## config.mk

```make
export PLATFORM = sky130hd
export DESIGN_NAME = acc_rnd_unit
export DESIGN_NICKNAME = d
export VERILOG_FILES = /design/src/rtl/acc_rnd_pkg.sv /design/src/rtl/acc_rnd_core.sv /design/src/rtl/acc_rnd_flags.sv /design/src/rtl/acc_rnd_oreg.sv /design/src/rtl/acc_rnd_unit.sv
export SDC_FILE = /design/constraint.sdc
export NUM_CORES = 1
export LEC_CHECK = 0
export ABC_AREA = 1
export BUFFER_PORTS_ARGS = -buffer_cell sky130_fd_sc_hd__buf_2
export CELL_PAD_IN_SITES_DETAIL_PLACEMENT = 0
export CELL_PAD_IN_SITES_GLOBAL_PLACEMENT = 1
export CORE_ASPECT_RATIO = 0.7
export CORE_UTILIZATION = 36
export CTS_BUF_LIST = sky130_fd_sc_hd__clkbuf_8
export DETAILED_ROUTE_END_ITERATION = 16
export GPL_ROUTABILITY_DRIVEN = 0
export PLACE_DENSITY = 0.88
export SLEW_MARGIN = 20
export SYNTH_ARGS = -nofsm -noshare
export SYNTH_HDL_FRONTEND = slang
export SYNTH_HIERARCHICAL = 1
export SYNTH_SLANG_ARGS = --single-unit
```

## constraint.sdc

```tcl
create_clock -name clk -period 2.49 [get_ports clk]
set_clock_uncertainty 0.15 [all_clocks]
set_input_delay 0.1245 -clock clk [delete_from_list [all_inputs] [get_ports clk]]
set_output_delay 0.1245 -clock clk [all_outputs]
set_load 0.005 [all_outputs]
```

## src/rtl/acc_rnd_pkg.sv

```systemverilog
package acc_rnd_pkg;

  typedef enum logic {
    RND_CONV = 1'b0,
    RND_TWOS = 1'b1
  } rnd_mode_e;

  typedef struct packed {
    logic n;
    logic z;
    logic e;
    logic u;
    logic v;
  } rnd_flags_t;

endpackage

```

## src/rtl/acc_rnd_core.sv

```systemverilog
module acc_rnd_core
  import acc_rnd_pkg::*;
#(
  parameter int EXT_W = 4,
  parameter int HI_W  = 16,
  parameter int LO_W  = 16
) (
  input  logic [EXT_W+HI_W+LO_W-1:0] acc_i,
  input  rnd_mode_e                  mode_i,
  output logic [EXT_W+HI_W+LO_W-1:0] rounded_o,
  output logic                       tie_o,
  output logic                       ovf_o
);
  localparam int ACC_W = EXT_W + HI_W + LO_W;
  localparam logic [ACC_W-1:0] HALF = ACC_W'(1) << (LO_W - 1);

  function automatic logic [ACC_W-1:0] add_half(input logic [ACC_W-1:0] a);
    return a + HALF;
  endfunction

  function automatic logic is_tie(input logic [ACC_W-1:0] a);
    return a[LO_W-1:0] == HALF[LO_W-1:0];
  endfunction

  logic [ACC_W-1:0] sum;
  logic [ACC_W-1:0] kept;

  always_comb begin
    sum   = add_half(acc_i);
    tie_o = (mode_i == RND_CONV) && is_tie(acc_i);
    kept  = sum;
    if (tie_o) kept[LO_W] = 1'b0;
    kept[LO_W-1:0] = '0;
    rounded_o = kept;
    ovf_o = !acc_i[ACC_W-1] && sum[ACC_W-1];
  end
endmodule

```

## src/rtl/acc_rnd_flags.sv

```systemverilog
module acc_rnd_flags
  import acc_rnd_pkg::*;
#(
  parameter int EXT_W = 4,
  parameter int HI_W  = 16,
  parameter int LO_W  = 16
) (
  input  logic [EXT_W+HI_W+LO_W-1:0] res_i,
  input  logic                       w32_i,
  input  logic                       ovf_i,
  output rnd_flags_t                 flags_o
);
  localparam int ACC_W  = EXT_W + HI_W + LO_W;
  localparam int NARROW = HI_W + LO_W;
  localparam int TOP    = NARROW - 1;

  function automatic logic guard_used(input logic [ACC_W-1:0] r);
    logic [EXT_W:0] g;
    g = r[ACC_W-1:TOP];
    return !((g == '0) || (g == '1));
  endfunction

  always_comb begin
    flags_o.n = w32_i ? res_i[TOP] : res_i[ACC_W-1];
    flags_o.z = w32_i ? (res_i[NARROW-1:0] == '0) : (res_i == '0);
    flags_o.e = guard_used(res_i);
    flags_o.u = res_i[TOP] == res_i[TOP-1];
    flags_o.v = ovf_i;
  end
endmodule

```

## src/rtl/acc_rnd_oreg.sv

```systemverilog
module acc_rnd_oreg
  import acc_rnd_pkg::*;
#(
  parameter int ACC_W = 36
) (
  input  logic             clk,
  input  logic             rst,
  input  logic             load_i,
  input  logic [ACC_W-1:0] res_i,
  input  rnd_flags_t       flags_i,
  output logic             valid_o,
  output logic [ACC_W-1:0] res_o,
  output rnd_flags_t       flags_o
);
  always_ff @(posedge clk) begin
    if (rst) begin
      valid_o <= 1'b0;
      res_o   <= '0;
      flags_o <= '0;
    end else begin
      valid_o <= load_i;
      if (load_i) begin
        res_o   <= res_i;
        flags_o <= flags_i;
      end
    end
  end
endmodule

```

## src/rtl/acc_rnd_unit.sv

```systemverilog
module acc_rnd_unit
  import acc_rnd_pkg::*;
#(
  parameter int EXT_W = 4,
  parameter int HI_W  = 16,
  parameter int LO_W  = 16
) (
  input  logic                       clk,
  input  logic                       rst,
  input  logic                       in_valid,
  input  logic [EXT_W+HI_W+LO_W-1:0] in_acc,
  input  logic                       rnd_mode,
  input  logic                       flag_w32,
  output logic                       out_valid,
  output logic [EXT_W+HI_W+LO_W-1:0] out_acc,
  output logic                       out_n,
  output logic                       out_z,
  output logic                       out_e,
  output logic                       out_u,
  output logic                       out_v
);
  localparam int ACC_W = EXT_W + HI_W + LO_W;

  logic [ACC_W-1:0] rounded;
  logic             tie_hit;
  logic             add_ovf;
  rnd_flags_t       next_flags;
  rnd_flags_t       held_flags;
  rnd_mode_e        mode_sel;

  assign mode_sel = rnd_mode_e'(rnd_mode);

  acc_rnd_core #(.EXT_W(EXT_W), .HI_W(HI_W), .LO_W(LO_W)) u_core (
    .acc_i     (in_acc),
    .mode_i    (mode_sel),
    .rounded_o (rounded),
    .tie_o     (tie_hit),
    .ovf_o     (add_ovf)
  );

  acc_rnd_flags #(.EXT_W(EXT_W), .HI_W(HI_W), .LO_W(LO_W)) u_flags (
    .res_i   (rounded),
    .w32_i   (flag_w32),
    .ovf_i   (add_ovf),
    .flags_o (next_flags)
  );

  acc_rnd_oreg #(.ACC_W(ACC_W)) u_oreg (
    .clk     (clk),
    .rst     (rst),
    .load_i  (in_valid),
    .res_i   (rounded),
    .flags_i (next_flags),
    .valid_o (out_valid),
    .res_o   (out_acc),
    .flags_o (held_flags)
  );

  assign out_n = held_flags.n;
  assign out_z = held_flags.z;
  assign out_e = held_flags.e;
  assign out_u = held_flags.u;
  assign out_v = held_flags.v;
endmodule

```

# Yosys cells after proc, flatten, opt, wreduce, memory -nomap -nowiden

Index checks and enable logic that the tools add are counted.

Flip-flop bits (word level): 26
Output and inout port bits: 42
Latch bits: 0
Memories: 0
Input port bits: 41
Bits in read-only memories: 0
Bits in writable memories: 0
Word-level logic and storage cells: 23

Reductions and logical operators: 8
Shifts and indexed selects: 0
Bitwise operators: 1
$lt $le $gt $ge: 0
Equality and inequality tests: 3
Add/sub/neg operators: 1
Muxes and demuxes: 3
Div/mod/pow operators: 0
$mul: 0

Operators by type and width:

| kind                     | number |
|---|---|
| $add A36 B16 Y36 const B | 1 |
| $logic_not A36 Y1        | 1 |
| $logic_not A32 Y1        | 1 |
| $eq A16 B16 Y1 const B   | 1 |
| $eq A5 B5 Y1 const B     | 1 |
| $logic_not A5 Y1         | 1 |
| $mux W1                  | 3 |
| $logic_and A1 B1 Y1      | 2 |
| $logic_not A1 Y1         | 2 |
| $eq A1 B1 Y1             | 1 |
| $logic_or A1 B1 Y1       | 1 |
| $not A1 Y1               | 1 |

# Depth between registers and ports, before layout

Depth after elaboration: 5
Mapped depth: 18
Gate-level depth less buffers: 18

# Hierarchy

The synthesis kept the hierarchy.

Modules (own cells, without submodules):

| module        | instances | area an instance (um^2) | cells each | seq. area each (um^2) |
|---|---|---|---|---|
| acc_rnd_oreg  | 1         | 1736.7                  | 263        | 840.8 |
| acc_rnd_core  | 1         | 763.2                   | 133        | 0.0 |
| acc_rnd_flags | 1         | 197.7                   | 45         | 0.0 |

# Least setup slack after synthesis

Ideal clock, no wire load.

Path type: input -> register
Start: in in_acc[15]
End: reg u_oreg/flags_o[2] (netlist name)
Required time: 2276 ps
Arrival time: 1575 ps
Cell stages on the path: 17
Buffers on the path: 0
Setup slack: 701 ps
Setup time: 64 ps
Cell sequence: ha_1 -> nand3_2 -> inv_2 -> nand2_2 -> nor2_4 -> nand2_1 -> nor2_1 -> ha_1 -> inv_1 -> nor2_1 -> nand2_1 -> nor2_1 -> a31oi_1 -> inv_1 -> nand2_1 -> nand2_1 -> nor2_1

RTL lines:

| what                 | line               | RTL |
|---|---|---|
| start, declared      | acc_rnd_unit.sv:11 | `input logic [EXT_W+HI_W+LO_W-1:0] in_acc,` |
| end signal, assigned | acc_rnd_oreg.sv:24 | `flags_o <= flags_i;` |
| end, declared        | acc_rnd_oreg.sv:13 | `output rnd_flags_t flags_o` |

==> impl_metrics.yaml <==
cts:
  postCtsSetupBuffers: 0
  clk_pin_slew_ns: 0.08
  numCtsBuffers: 5
  cts_root_buf: "clkbuf_8"
  cts_tree: "yes"
  cts-resized-gates: 0
  clockBufferDepth: 2
  htreeDepth: 2
  clk_latency_ns: 0.29
  clock-sinks: 42
  cts_hold_buf: 1
grt:
  gr-total-overflow: 0
  track_usage_pct: 15.9
  grt_pass1_vias: 2281
  grt_max_degree: 48
  antenna_found_initial: 0
  grt_pass1_wl_um: 10000
power:
  p_leak_nw: 1.79
  power_density_nw_per_um2: 529
  ir_worst_vdd_uv: 277
timing:
  timing_hold_violations_final: 0
  relSlewSlack_pct: 57.9
  grt_setup_unrepaired: "false"
  max_freq_mhz: 556
  final_max_slew_viol_count: 0
  fin_crit_sh_pct: 72.2
  fin_setup_tns_ns: 0
  min_period_ns: 1.80
  finalSetupViolCount: 0
  holdWs_ns: 0.0868
  worst_pin_slew_ns: 0.632
worst_setup_path:
  crit_fanout: 4
  crit_type: "input pin to flip-flop"
  start_kind: "input pin"
  crit_arrival_ns: 1.89
  worst-endpoint-required_ns: 2.58
  r2r_slack_ns: 1.76
  cp-end-kind: "flip-flop"
place:
  io_buffers: 82
  dpl.hpwl_um: 4600
  place_area_sq_um: 3040
synthesis:
  yosys_warnings: 6
  synth_cells: 435
  syn_avg_cell_area_sq_um: 6.14
  netlist_area_sq_um: 2670
cells_and_area:
  regArea_sq_um: 841
  drive_gt1_share_pct: 22.2
  n_antenna_cell: 0
  areaGrowthSynthToFinish_pct: 19.4
  design_area_sq_um: 3190
  fill_cells: 795
  multi_input_area_sq_um: 1410
  final_nets: 556
routing:
  drcViolationCount: 0
  initialDrtViolationCount: 120
  vias: 2476
  first_pass_iters: 4
  routed_wl_um: 5730
  viasPerCell: 4.08
  wl_per_cell_um: 9.43
  ant_nets: 0
die:
  core_area_sq_um: 6940
  rows: 25
  ioPinCount: 83
  die_area_sq_um: 7770
  die_y_um: 74.0
  start_util_pct: 38.4
  chipWidth_um: 105
run:
  drv_cap: 0
hold_path:
  min_path_type: "input pin to flip-flop"
outcome:
  outcome: "finished, final reports clean"
## path summary, 6_finish.rpt
path	from	depth (start not counted)	endpoint
min reg2reg	u_oreg/res_o[15]	2	u_oreg/res_o[15]
max	in_acc[15]	18	u_oreg/flags_o[2]
min	in_acc[20]	6	u_oreg/res_o[20]
max reg2reg	u_oreg/res_o[9]	2	u_oreg/res_o[9]
## sequential cells by signal, indices dropped and copies added, names as in the netlist
register        cells
u_oreg/flags_o      5
u_oreg/res_o       36
u_oreg/valid_o      1
## per-layer routing
layer	vias up	wire, um	global-route usage (%)
li1	1385	-	-
met1	1037	2950	20.3
met5	-	0	0
met4	0	40	3.76
met2	47	2460	27.8
met3	7	279	3.77
## cell usage in the layout (no fill, tap or decap), drive strengths merged
master	count
a31oi	1
and3	1
buf	84
bufinv	2
clkbuf	5
clkinv	1
conb	16
dfxtp	42
dlygate4sd3	1
ha	3
inv	63
nand2	132
nand3	10
nand3b	4
nand4	1
nor2	130
nor3	2
o21ai	2
xnor2	7
xor2	6
## per-stage QoR
| step | setup WS, ns | util (%) | std cells | total power [mW] |
|---|---|---|---|---|
| 2_1_floorplan | 0.701 | - | 450 | 0.963 |
| 3_3_place_gp | 0.449 | 43.7 | 598 | 1.05 |
| 3_5_place_dp | 0.380 | 43.7 | 598 | 1.06 |
| 4_1_cts | 0.693 | 45.9 | 607 | 1.71 |
| 5_1_grt | 0.454 | 45.9 | 607 | 1.79 |
| 6_report | 0.692 | 45.9 | 607 | 1.68 |
## report_power, final
| group | switching (mW) | internal [mW] |
|---|---|---|
| Clock | 0.242 | 0.402 |
| Combinational | 0.173 | 0.126 |
| Sequential | 0.0229 | 0.718 |
## layout make-up
| cell class | instances | area share (%) |
|---|---|---|
| Tap cell | 94 | 3.69 |
| Clock buffer | 5 | 2.16 |
| Multi-Input combinational cell | 315 | 44.1 |
| Sequential cell | 42 | 26.4 |
| Timing Repair Buffer | 85 | 14.1 |
| Inverter | 63 | 7.42 |
| Clock inverter | 3 | 2.16 |
## worst max-delay path, stage by stage
cell and delay (ns):
buf_2 0.11, ha_1 0.21, nand3_2 0.12, inv_2 0.08, nand2_2 0.07, nor2_4 0.11, nand2_1 0.08, nor2_1 0.10
ha_1 0.23, inv_1 0.11, nor2_1 0.06, nand2_1 0.08, nor2_1 0.04, a31oi_1 0.14, inv_1 0.05, nand2_1 0.05
nand2_1 0.04, nor2_1 0.08
No activity file was read; power rests on OpenSTA's default activity.
